## config.mk

```make
export PLATFORM = sky130hd
export DESIGN_NAME = mdio_mgmt_ctrl
export DESIGN_NICKNAME = d
export VERILOG_FILES = /design/src/rtl/mdio_mgmt_pkg.sv /design/src/rtl/mdio_mdc_gen.sv /design/src/rtl/mdio_frame_eng.sv /design/src/rtl/mdio_mgmt_ctrl.sv
export SDC_FILE = /design/constraint.sdc
export NUM_CORES = 1
export LEC_CHECK = 0
export BUFFER_PORTS_ARGS = -buffer_cell sky130_fd_sc_hd__buf_4
export CAP_MARGIN = 10
export CORE_UTILIZATION = 50
export DETAILED_ROUTE_END_ITERATION = 10
export PLACE_DENSITY_LB_ADDON = 0.15
export SYNTH_ARGS = -nofsm -noshare
export SYNTH_HDL_FRONTEND = slang
export SYNTH_SLANG_ARGS = --single-unit
```

## constraint.sdc

```tcl
create_clock -name clk -period 1.66 [get_ports clk]
set_input_delay 0.332 -clock clk [delete_from_list [all_inputs] [get_ports clk]]
set_output_delay 0.332 -clock clk [all_outputs]
set_load 0.02 [all_outputs]
```

## src/rtl/mdio_mgmt_pkg.sv

```systemverilog
package mdio_mgmt_pkg;
    localparam int FRAME_BITS  = 64;
    localparam int CNT_W       = $clog2(FRAME_BITS);
    localparam int TA_POS      = 46;
    localparam int DATA_POS    = 48;
    localparam int DATA_W      = 16;
    localparam int ADDR_W      = 5;

    localparam int F_DATA_LSB  = 0;
    localparam int F_PHY_LSB   = 16;
    localparam int F_REG_LSB   = 21;
    localparam int F_OP_BIT    = 26;
    localparam int F_RDV_BIT   = 27;
    localparam int F_BUSY_BIT  = 28;

    typedef struct packed {
        logic [ADDR_W-1:0] phy_fld;
        logic [ADDR_W-1:0] reg_fld;
        logic              op_rd;
        logic [DATA_W-1:0] data;
        logic              rd_valid;
        logic [ADDR_W-1:0] phy_sel;
    } regs_t;

    typedef struct packed {
        logic                  busy;
        logic [FRAME_BITS-1:0] shreg;
        logic [CNT_W-1:0]      bit_cnt;
        logic                  is_rd;
        logic [DATA_W-1:0]     rdsh;
        logic                  mdo;
        logic                  oe;
    } eng_t;

    function automatic logic [FRAME_BITS-1:0] build_frame(
        input logic              rd,
        input logic [ADDR_W-1:0] phy,
        input logic [ADDR_W-1:0] rga,
        input logic [DATA_W-1:0] wd
    );
        logic [1:0] op;
        op = rd ? 2'b10 : 2'b01;
        return {32'hFFFF_FFFF, 2'b01, op, phy, rga, 2'b10, rd ? 16'h0000 : wd};
    endfunction
endpackage

```

## src/rtl/mdio_mdc_gen.sv

```systemverilog
module mdio_mdc_gen #(
    parameter int CLK_DIV = 64
) (
    input  logic clk,
    input  logic rst_n,
    input  logic run,
    output logic mdc,
    output logic rise_stb,
    output logic fall_stb
);
    localparam int HALF  = CLK_DIV / 2;
    localparam int DIV_W = $clog2(CLK_DIV);

    typedef struct packed {
        logic [DIV_W-1:0] cnt;
        logic             mdc;
    } gen_t;

    gen_t gen_d, gen_q;

    always_comb begin
        gen_d    = gen_q;
        rise_stb = 1'b0;
        fall_stb = 1'b0;
        if (!run) begin
            gen_d.cnt = '0;
            gen_d.mdc = 1'b0;
        end else if (gen_q.cnt == DIV_W'(HALF - 1)) begin
            gen_d.mdc = 1'b1;
            gen_d.cnt = gen_q.cnt + 1'b1;
            rise_stb  = 1'b1;
        end else if (gen_q.cnt == DIV_W'(CLK_DIV - 1)) begin
            gen_d.mdc = 1'b0;
            gen_d.cnt = '0;
            fall_stb  = 1'b1;
        end else begin
            gen_d.cnt = gen_q.cnt + 1'b1;
        end
    end

    always_ff @(posedge clk or negedge rst_n) begin
        if (!rst_n) gen_q <= '0;
        else        gen_q <= gen_d;
    end

    assign mdc = gen_q.mdc;
endmodule

```

## src/rtl/mdio_frame_eng.sv

```systemverilog
module mdio_frame_eng
    import mdio_mgmt_pkg::*;
(
    input  logic              clk,
    input  logic              rst_n,
    input  logic              start,
    input  logic              start_rd,
    input  logic [ADDR_W-1:0] start_phy,
    input  logic [ADDR_W-1:0] start_reg,
    input  logic [DATA_W-1:0] start_data,
    input  logic              rise_stb,
    input  logic              fall_stb,
    input  logic              mdio_in,
    output logic              busy,
    output logic              finish,
    output logic [DATA_W-1:0] rd_word,
    output logic              mdio_out,
    output logic              mdio_oe
);
    eng_t eng_d, eng_q;
    logic last_bit;
    logic [CNT_W-1:0] nxt_cnt;

    assign last_bit = (eng_q.bit_cnt == CNT_W'(FRAME_BITS - 1));
    assign nxt_cnt  = eng_q.bit_cnt + 1'b1;

    always_comb begin
        logic [FRAME_BITS-1:0] frm;
        eng_d  = eng_q;
        finish = 1'b0;
        frm    = build_frame(start_rd, start_phy, start_reg, start_data);
        if (!eng_q.busy) begin
            if (start) begin
                eng_d.busy    = 1'b1;
                eng_d.shreg   = frm;
                eng_d.bit_cnt = '0;
                eng_d.is_rd   = start_rd;
                eng_d.rdsh    = '0;
                eng_d.mdo     = frm[FRAME_BITS-1];
                eng_d.oe      = 1'b1;
            end
        end else begin
            if (rise_stb && eng_q.is_rd && (eng_q.bit_cnt >= CNT_W'(DATA_POS)))
                eng_d.rdsh = {eng_q.rdsh[DATA_W-2:0], mdio_in};
            if (fall_stb) begin
                if (last_bit) begin
                    eng_d.busy = 1'b0;
                    eng_d.oe   = 1'b0;
                    eng_d.mdo  = 1'b0;
                    finish     = 1'b1;
                end else begin
                    eng_d.bit_cnt = nxt_cnt;
                    eng_d.shreg   = {eng_q.shreg[FRAME_BITS-2:0], 1'b0};
                    eng_d.mdo     = eng_q.shreg[FRAME_BITS-2];
                    eng_d.oe      = !(eng_q.is_rd && (nxt_cnt >= CNT_W'(TA_POS)));
                end
            end
        end
    end

    always_ff @(posedge clk or negedge rst_n) begin
        if (!rst_n) eng_q <= '0;
        else        eng_q <= eng_d;
    end

    assign busy     = eng_q.busy;
    assign rd_word  = eng_q.rdsh;
    assign mdio_out = eng_q.mdo;
    assign mdio_oe  = eng_q.oe;
endmodule

```

## src/rtl/mdio_mgmt_ctrl.sv

```systemverilog
module mdio_mgmt_ctrl
    import mdio_mgmt_pkg::*;
#(
    parameter int CLK_DIV = 64
) (
    input  logic        clk,
    input  logic        rst_n,
    input  logic        reg_wr_en,
    input  logic        reg_sel,
    input  logic [31:0] reg_wdata,
    output logic [31:0] reg_rdata,
    output logic        mdc,
    output logic        mdio_out,
    output logic        mdio_oe,
    input  logic        mdio_in
);
    regs_t regs_d, regs_q;
    logic busy_w, finish_w, accept_w, cmd_wr_w, rise_w, fall_w;
    logic [DATA_W-1:0] rd_word_w;
    logic [ADDR_W-1:0] cmd_phy_w, cmd_reg_w;

    assign cmd_wr_w  = reg_wr_en && !reg_sel;
    assign accept_w  = cmd_wr_w && !busy_w;
    assign cmd_phy_w = regs_q.phy_fld;
    assign cmd_reg_w = regs_q.reg_fld;

    mdio_mdc_gen #(.CLK_DIV(CLK_DIV)) i_mdc_gen (
        .clk      (clk),
        .rst_n    (rst_n),
        .run      (busy_w),
        .mdc      (mdc),
        .rise_stb (rise_w),
        .fall_stb (fall_w)
    );

    mdio_frame_eng i_frame_eng (
        .clk        (clk),
        .rst_n      (rst_n),
        .start      (accept_w),
        .start_rd   (reg_wdata[F_OP_BIT]),
        .start_phy  (reg_wdata[F_PHY_LSB +: ADDR_W]),
        .start_reg  (reg_wdata[F_REG_LSB +: ADDR_W]),
        .start_data (reg_wdata[F_DATA_LSB +: DATA_W]),
        .rise_stb   (rise_w),
        .fall_stb   (fall_w),
        .mdio_in    (mdio_in),
        .busy       (busy_w),
        .finish     (finish_w),
        .rd_word    (rd_word_w),
        .mdio_out   (mdio_out),
        .mdio_oe    (mdio_oe)
    );

    always_comb begin
        regs_d = regs_q;
        if (accept_w) begin
            regs_d.phy_fld  = reg_wdata[F_PHY_LSB +: ADDR_W];
            regs_d.reg_fld  = reg_wdata[F_REG_LSB +: ADDR_W];
            regs_d.op_rd    = reg_wdata[F_OP_BIT];
            regs_d.data     = reg_wdata[F_DATA_LSB +: DATA_W];
            regs_d.rd_valid = 1'b0;
        end
        if (finish_w && regs_q.op_rd) begin
            regs_d.data     = rd_word_w;
            regs_d.rd_valid = 1'b1;
        end
        if (reg_wr_en && reg_sel)
            regs_d.phy_sel = reg_wdata[ADDR_W-1:0];
    end

    always_ff @(posedge clk or negedge rst_n) begin
        if (!rst_n) regs_q <= '0;
        else        regs_q <= regs_d;
    end

    always_comb begin
        reg_rdata = '0;
        if (reg_sel) begin
            reg_rdata[ADDR_W-1:0] = regs_q.phy_sel;
        end else begin
            reg_rdata[F_DATA_LSB +: DATA_W] = regs_q.data;
            reg_rdata[F_PHY_LSB +: ADDR_W]  = regs_q.phy_fld;
            reg_rdata[F_REG_LSB +: ADDR_W]  = regs_q.reg_fld;
            reg_rdata[F_OP_BIT]             = regs_q.op_rd;
            reg_rdata[F_RDV_BIT]            = regs_q.rd_valid;
            reg_rdata[F_BUSY_BIT]           = busy_w;
        end
    end
endmodule

```

* Yosys cells after proc, flatten, opt, wreduce, memory -nomap -nowiden
Cells that the tools add are included.
** Storage, ports and cells
- Input port bits :: 37
- Bits in registers :: 129
** Cells by class
- Equality and inequality tests :: 7
- $add $sub $neg :: 2
- Bitwise logic cells :: 1
- Order comparisons :: 2
- Reduce and logical (&&, ||, !) cells :: 16
- Multiplexer cells :: 27
** Operators with widths (number)
- $mux W71 :: 2
- $mux W90 :: 1
- $mux W70 :: 1
- $mux W17 :: 2
- $mux W16 :: 2
- $mux W24 :: 1
- $mux W18 :: 1
- $mux W7 :: 2
- $add A6 B1 Y6 const B :: 2
- $eq A6 B6 Y1 const B :: 2
- $ge A6 B6 Y1 const B :: 2
- $mux W1 :: 10
- $logic_and A1 B1 Y1 :: 7
- $eq A6 B5 Y1 const B :: 1
- $mux W2 :: 3
- $mux W6 :: 1
- $ne A2 B2 Y1 const B :: 3
- $reduce_and A2 Y1 :: 3
- $mux W5 :: 1
- $reduce_bool A2 Y1 :: 2
- $logic_not A1 Y1 :: 3
- $ne A3 B3 Y1 const B :: 1
- $reduce_and A3 Y1 :: 1
- $not A1 Y1 :: 1

* Longest topological paths before layout
Gate-level depths: netlist of the first run.
- Depth in word-level cells :: 8
- Mapped depth :: 7

* Cells and area by module
From an unflattened synthesis of the first run, not the netlist that was laid out.
** Unflattened totals
- Cell total of the unflattened synthesis :: 631
- Area, all modules :: 5818.1 µm²
** Modules (own cells, without submodules)
- mdio_frame_eng :: times used 1, cells each 416, seq. area each 2227.1 µm², area an instance 3890.0 µm²
- mdio_mgmt_ctrl :: times used 1, cells each 185, seq. area each 825.8 µm², area an instance 1609.0 µm²
- mdio_mdc_gen :: times used 1, cells each 30, seq. area each 175.2 µm², area an instance 319.1 µm²

* Worst setup path before layout of the first run
No wires, ideal clock.
- Path type :: flip-flop to flip-flop
- Start point :: reg i_frame_eng.eng_q[19] (netlist bit)
- End point :: reg i_frame_eng.eng_q[52] (netlist bit)
- Stages on the path, launching flop included :: 6
- Setup time :: 126 ps
- Buffers on the path :: 1
- Slack :: -74 ps
- Data arrival time :: 1608 ps
- Path through :: dfrtp_1 ha_1 nand3_2 o2111a_2 buf_2 a221o_1
** Between the ends
- Cells in the longest elaborated chain, start to end :: 3
** Ends and longest elaborated chain
- from (decl) :: line mdio_frame_eng.sv:20 : eng_t eng_d, eng_q;
- from (signal assigned) :: line mdio_frame_eng.sv:63 : else eng_q <= eng_d;
- $eq A6 B6 Y1 :: line mdio_frame_eng.sv:24 : assign last_bit = (eng_q.bit_cnt == CNT_W'(FRAME_BITS - 1));
- $ne A2 B2 Y1 (no line)
- $reduce_and A3 Y1 (no line)
No other way between the ends.
A chain may end at the register's enable or synchronous reset.

* Worst setup path in the final report of the first run
- Start point :: reg i_frame_eng.eng_q[20] (netlist bit)
- End point :: reg i_frame_eng.eng_q[48] (netlist bit)
Same word-level chain as after synthesis.

==> flow_summary.yaml, run 1 <==
worst_setup_path:
  path_cells: "ha_4 > nand3_4 > o2111a_2 > buf_4 > clkbuf_16 > a221o_1"
  crit_slowest_cell: "dfrtp_1"
  crit_path_end_kind: "flop"
  start_kind: "flop"
  reg2reg_depth: 6
  path_max_fanout: 5
  r2r-end: "i_frame_eng.eng_q[48]$_DFFE_PN0P_"
  arrival_ps: 2030
  r2r_slack_ps: -80
  timing.rr.start: "i_frame_eng.eng_q[20]$_DFFE_PN0P_"
  slowest_delay_ps: 400
  crit_type: "reg -> reg"
  cp.required_ps: 1950
clock_tree:
  cts_sinks: 128
  cts_buffer_depth: 2
  cts_tree: "done"
  cts-root-buf: "clkbuf_16"
  cts_buffers: 17
  clk_pin_slew_ps: 50
  clk_latency_ps: 410
  htree_levels: 4
min_path:
  whs_path_depth: 3
  min_to: "i_frame_eng.rd_word[0]$_DFFE_PN0P_"
  hold_start: "mdio_in"
  hp-class: "in -> reg"
timing:
  min_period_ps: 1740
  hold_viol_final: 0
  period_share_pct: 105
  rsz0062_at_grt: "yes"
  fmax_mhz: 575
  slew_viol_final: 0
  fin_skew_ps: 10.8
  finalSetupViolCount: 40
  finalWorstSetupSlack_ps: -77.7
synthesis:
  synthTopCellsByCount: "nand2_1, dfrtp_1, nand3_1, o21ai_0, nor2b_1"
  synth.distinct_cells: 50
  synth_seq_cells: 128
  ys.warnings.count: 0
  syn_avg_cell_area_um2: 9.97
  yosysMostFrequentCell: "nand2_1"
  yosysSeqAreaShare_pct: 54.9
  synth.area.top_cells: "dfrtp_1, nand2_1, nand3_1, mux2_2, nor2b_1"
  synth_ff_type: "dfrtp_1"
  yosys.area.top_type: "dfrtp_1"
  synth_top_area_share_pct: 54.9
  synthArstFlopShare_pct: 100
  syn_inst: 585
  synth_edf_count: 0
  syn_area_um2: 5830
placed_design:
  gp_routability_congestion: 0.768
  hpwlAfterDp_um: 8350
  dp.cells: 791
  placed_cell_area_um2: 6760
  port_buffers: 63
global_routing:
  grt_pass1_wl_um: 21100
  overflow: 0
  grt_max_degree: 41
  antenna_found_initial: 0
  track_usage_pct: 22.8
  grt_pass1_vias: 4509
floorplan:
  die_x_um: 110
  rows: 39
  design.portCount: 72
  coreArea_um2: 11400
  start_util_pct: 51.3
  die_y_um: 110
  die-area_um2: 12100
route:
  wl_met3_um: 406
  viasPerCell: 5.49
  dr_wl_met2_um: 6580
  drc_errors: 0
  wl_met1_um: 6110
  firstDrtPassIters: 5
  detail-route-antenna-nets: 0
  wl_per_cell_um: 15.9
  drtIter0Drc: 341
  topRoutingLayerUsed: "met4"
  drt_wl_total_um: 13300
  vias: 4586
job:
  drv_cap: 0
cells_and_area:
  diodes: 0
  fin_nets: 721
  design_area_um2: 7490
  drive_above_1_share_pct: 27.2
  nFillCells: 895
  syn2layout_area_growth_pct: 28.5
  stdcell_count: 835
power_and_ir_drop:
  peakVddDrop_mv: 0.940
  leakage_nw: 3.58
  power.density_nw_per_um2: 1330
outcome:
  outcome: "finished, violations left"
  violations: "negative setup slack"
-- repair_timing --
item                                    CTS  global route
cloned                                    0             4
gates resized for setup                   3             7
setup buffers                             3             6
pin swaps                                 1             6
hold buffers                              1             0
endpoints found under the setup margin   53            96
endpoints found under the hold margin    23             0
-- state kept, by name (all words and copies together) (netlist names) --
register	flops
i_frame_eng.rd_word	16
cmd_phy_w	5
i_mdc_gen.gen_q	6
i_mdc_gen.mdc	1
cmd_reg_w	5
regs_q	23
i_frame_eng.eng_q	69
i_frame_eng.busy	1
i_frame_eng.mdio_oe	1
i_frame_eng.mdio_out	1
-- report_power, final --
part | internal (mW) | switching [mW]
sequential | 3.95 | 0.567
combinational | 1.17 | 1.04
clock | 2.00 | 1.27
total | 7.12 | 2.88
-- worst max-delay path by stage --
stage / slack (ps) / to / startpoint / cells after the start
after CTS: -70 / i_frame_eng.eng_q[48]$_DFFE_PN0P_ / i_mdc_gen.gen_q[1]$_DFF_PN0_ / 6
final: -80 / i_frame_eng.eng_q[48]$_DFFE_PN0P_ / i_frame_eng.eng_q[20]$_DFFE_PN0P_ / 6
after global routing: -130 / i_frame_eng.eng_q[46]$_DFFE_PN0P_ / i_mdc_gen.gen_q[2]$_DFF_PN0_ / 6
after detailed placement: -100 / i_frame_eng.eng_q[44]$_DFFE_PN0P_ / i_mdc_gen.gen_q[1]$_DFF_PN0_ / 6
after floorplan: 0.08 / i_frame_eng.eng_q[52]$_DFFE_PN0P_ / i_mdc_gen.gen_q[1]$_DFF_PN0_ / 6
after global placement: -50 / i_frame_eng.eng_q[28]$_DFFE_PN0P_ / i_mdc_gen.gen_q[1]$_DFF_PN0_ / 6
-- cells in the final DEF, fill, tap and decap left out, types with 3 or more instances in the layout --
cell type	Yosys	final
xnor2_1	3	3
nor2_1	10	10
a21oi_1	3	3
nand2_1	159	158
buf_12	0	12
nand3_1	58	58
a22oi_1	15	15
clkbuf_1	11	4
o21ai_1	11	12
buf_4	6	99
mux2_2	17	17
a221o_1	12	12
a21o_1	12	12
clkbuf_16	0	21
mux2_4	8	9
inv_1	3	3
conb_1	1	3
and2_1	15	15
o21ai_0	28	27
clkbuf_8	0	3
nor2_4	3	4
clkinv_2	0	4
nor2b_1	24	24
dfrtp_1	128	126
-- critical path: cells and delay by family (launching register included) --
| family | cells | cell delay [ps] |
|---|---|---|
| buf+inv | 2 | 300 |
| compound gates | 2 | 660 |
| flops | 1 | 400 |
| simple gates | 1 | 90 |
| fa+ha+maj | 1 | 170 |
-- per-layer routing --
metal / vias to the layer above / GRT usage (%)
met3: 17 / 5.00
met5: - / 0
met1: 2296 / 30.0
met2: 97 / 36.8
met4: 0 / 9.05
li1: 2176 / -
-- layout make-up --
type                       count  area [um2]  share of cell area [%]
clock buffer                  24         482                    6.43
clock inverter                 6        35.0                   0.468
inverter                       3        11.3                   0.150
multi-input combinational    413        2460                    32.9
sequential                   128        3210                    42.8
tap                          143         179                    2.39
timing repair buffer         118        1120                    14.9
-- per-stage QoR --
step / hold slack (ps) / power (mW) / TNS (ps) / setup slack [ps] / util (%)
finish: 136 / 10.0 / -1380 / -77.7 / 65.9
global route: 146 / 10.5 / -6070 / -130 / 65.9
CTS: 127 / 10.0 / -1140 / -71.6 / 64.5
detailed placement: 292 / 6.65 / -2420 / -97.2 / 59.5
global placement: 290 / 6.53 / -1220 / -47.8 / 59.5
floorplan: 36.4 / 5.80 / 0 / 0.0808 / -
-- kinds of logic after synthesis --
kind of cell             Yosys count  share of synthesized area [%]
AO/OA/AOI/OAI                     92                           11.0
XOR/XNOR                           5                          0.751
adder cells (fa/ha/maj)            4                          0.816
buffers and inverters             46                           4.08
flip-flops                       128                           54.9
multiplexers                      26                           5.54
other                              1                         0.0643
AND/OR/NAND/NOR                  283                           22.9
No activity file was read; power rests on OpenSTA's default activity.
==> run 2, diff against run 1 <==
==> constraint.sdc (replaced) <==
create_clock -name clk -period 1.5 [get_ports clk]
set_input_delay 0.3 -clock clk [delete_from_list [all_inputs] [get_ports clk]]
set_output_delay 0.3 -clock clk [all_outputs]
set_load 0.02 [all_outputs]
==> run 2 against run 1 <==
Against the previous run: the run still ends with negative setup slack left; power up 25%; sequential share of layout area down 4.9 points; global-route usage up 4.4 points; core utilization up 8.6 points; die area unchanged; clock-buffer cell count down 1; critical path type unchanged; largest power group unchanged; highest routed layer unchanged.
==> flow_summary.yaml, run 2 (synthesis results as in run 1) <==
outcome:
  outcome: "finished, violations left"
  violations: "negative setup slack"
placed_design:
  gp_routability_congestion: 0.788
  hpwlAfterDp_um: 8610
  port_buffers: 63
  dp.cells: 807
floorplan:
  start_util_pct: 51.3
  die-area_um2: 12100
  die_x_um: 110
  rows: 39
  design.portCount: 72
  die_y_um: 110
  coreArea_um2: 11400
worst_setup_path:
  crit_path_end: "i_frame_eng.eng_q[49]$_DFFE_PN0P_"
  timing.rr.start: "i_frame_eng.eng_q[20]$_DFFE_PN0P_"
  crit_path_end_kind: "flop"
  r2r-end: "i_frame_eng.eng_q[49]$_DFFE_PN0P_"
  crit_start: "i_frame_eng.eng_q[20]$_DFFE_PN0P_"
  path_max_fanout: 47
  arrival_ps: 2000
  reg2reg_depth: 5
  cp.required_ps: 1780
  r2r_slack_ps: -220
  crit_type: "reg -> reg"
  start_kind: "flop"
cells_and_area:
  post-route-util_pct: 74.5
  regMostFlops: "i_frame_eng.eng_q"
  drive_above_1_share_pct: 36.2
  diodes: 0
  syn2layout_area_growth_pct: 45.3
  fin_nets: 764
  largest_reg_flops: 69
  nFillCells: 745
  final_cell_mix: "nand2_1, dfrtp_1, buf_4"
  final_common_cell: "nand2_1"
  stdcell_count: 880
timing:
  finalWorstSetupSlack_ps: -221
  min_period_ps: 1720
  rsz0062_at_grt: "yes"
  fmax_mhz: 581
  slew_viol_final: 0
  period_share_pct: 115
  finalSetupViolCount: 113
  hold_viol_final: 0
  fin_skew_ps: 7.53
clock_tree:
  cts_sinks: 128
  clk_pin_slew_ps: 60
  cts-root-buf: "clkbuf_16"
  htree_levels: 4
  cts_buffers: 17
  cts_buffer_depth: 2
  cts_tree: "done"
  clk_latency_ps: 410
global_routing:
  grt_pass1_vias: 4727
  antenna_found_initial: 0
  grt_pass1_wl_um: 24500
  overflow: 0
  grt_max_degree: 48
  track_usage_pct: 27.2
route:
  wl_per_cell_um: 17.7
  vias: 4834
  drc_errors: 0
  firstDrtPassIters: 5
  viasPerCell: 5.49
  drtIter0Drc: 281
  detail-route-antenna-nets: 0
  drt_wl_total_um: 15500
power_and_ir_drop:
  switchingPower_mw: 3.51
  clkPwrFrac_pct: 35.8
  power.density_nw_per_um2: 1480
  p_comb_share_pct: 24.4
  p_seq_share_pct: 39.7
  swShare_pct: 28.1
  peakVddDrop_mv: 1.11
  internal_power_mw: 9.00
  leakage_nw: 4.04
min_path:
  hp-class: "in -> reg"
job:
  drv_cap: 0
run 2: critical path, cell delays in order (launching register included):
cell,delay (ps)
dfrtp_1,400
ha_4,170
nand3_4,80
o2111a_2,360
buf_12,210
a221o_1,350
run 2: power by group through the flow:
stage               combinational, mW  clock (mW)  sequential [mW]
floorplan                        1.55           0             4.95
global placement                 2.46           0             4.94
detailed placement               2.58           0             4.96
CTS                              2.95        4.54             4.94
global route                     3.35        4.71             5.06
finish                           3.05        4.48             4.97
run 2: layout make-up:
type                       instances  area, um2  share of cell area (%)
tap                              143        179                    2.11
timing repair buffer             158       1740                    20.6
sequential                       128       3210                    37.8
clock inverter                     9        153                    1.80
multi-input combinational        416       2680                    31.6
inverter                           3       13.8                   0.162
clock buffer                      23        498                    5.88
run 2: worst min-delay path by stage:
| stage | from | endpoint | slack [ps] | depth (start not counted) |
|---|---|---|---|---|
| finish | mdio_in | i_frame_eng.rd_word[0]$_DFFE_PN0P_ | 110 | 3 |
| global route | mdio_in | i_frame_eng.rd_word[0]$_DFFE_PN0P_ | 120 | 3 |
| CTS | mdio_in | i_frame_eng.rd_word[0]$_DFFE_PN0P_ | 90 | 3 |
| detailed placement | rst_n | i_frame_eng.eng_q[21]$_DFFE_PN0P_ | 260 | 1 |
| global placement | rst_n | i_frame_eng.eng_q[21]$_DFFE_PN0P_ | 270 | 1 |
| floorplan | rst_n | cmd_phy_w[0]$_DFFE_PN0P_ | 4 | 0 |
run 2: metrics by stage:
stage	total power, mW	setup TNS [ps]	area, um2	setup WS, ps	hold slack [ps]
floorplan	6.51	-5440	5930	-110	4.41
global placement	7.40	-17180	6880	-278	265
detailed placement	7.54	-20980	6880	-345	262
CTS	12.4	-12330	8280	-181	94.4
global route	13.1	-22100	8470	-253	119
finish	12.5	-14880	8470	-221	108
run 2: metal layers:
layer,vias to the layer above,track usage (%),wire length [um]
li1,2276,-,-
met1,2446,35.1,6600
met2,104,45.4,8160
met3,8,7.00,651
met4,0,7.71,114
met5,-,0,0
run 2: repair_timing:
action	4_1_cts	5_1_grt
setup endpoints to repair	120	130
hold buffers	1	0
pin swaps	29	20
gates resized for setup	80	28
buffers inserted	19	4
endpoints found under the hold margin	22	0
cloned	13	5
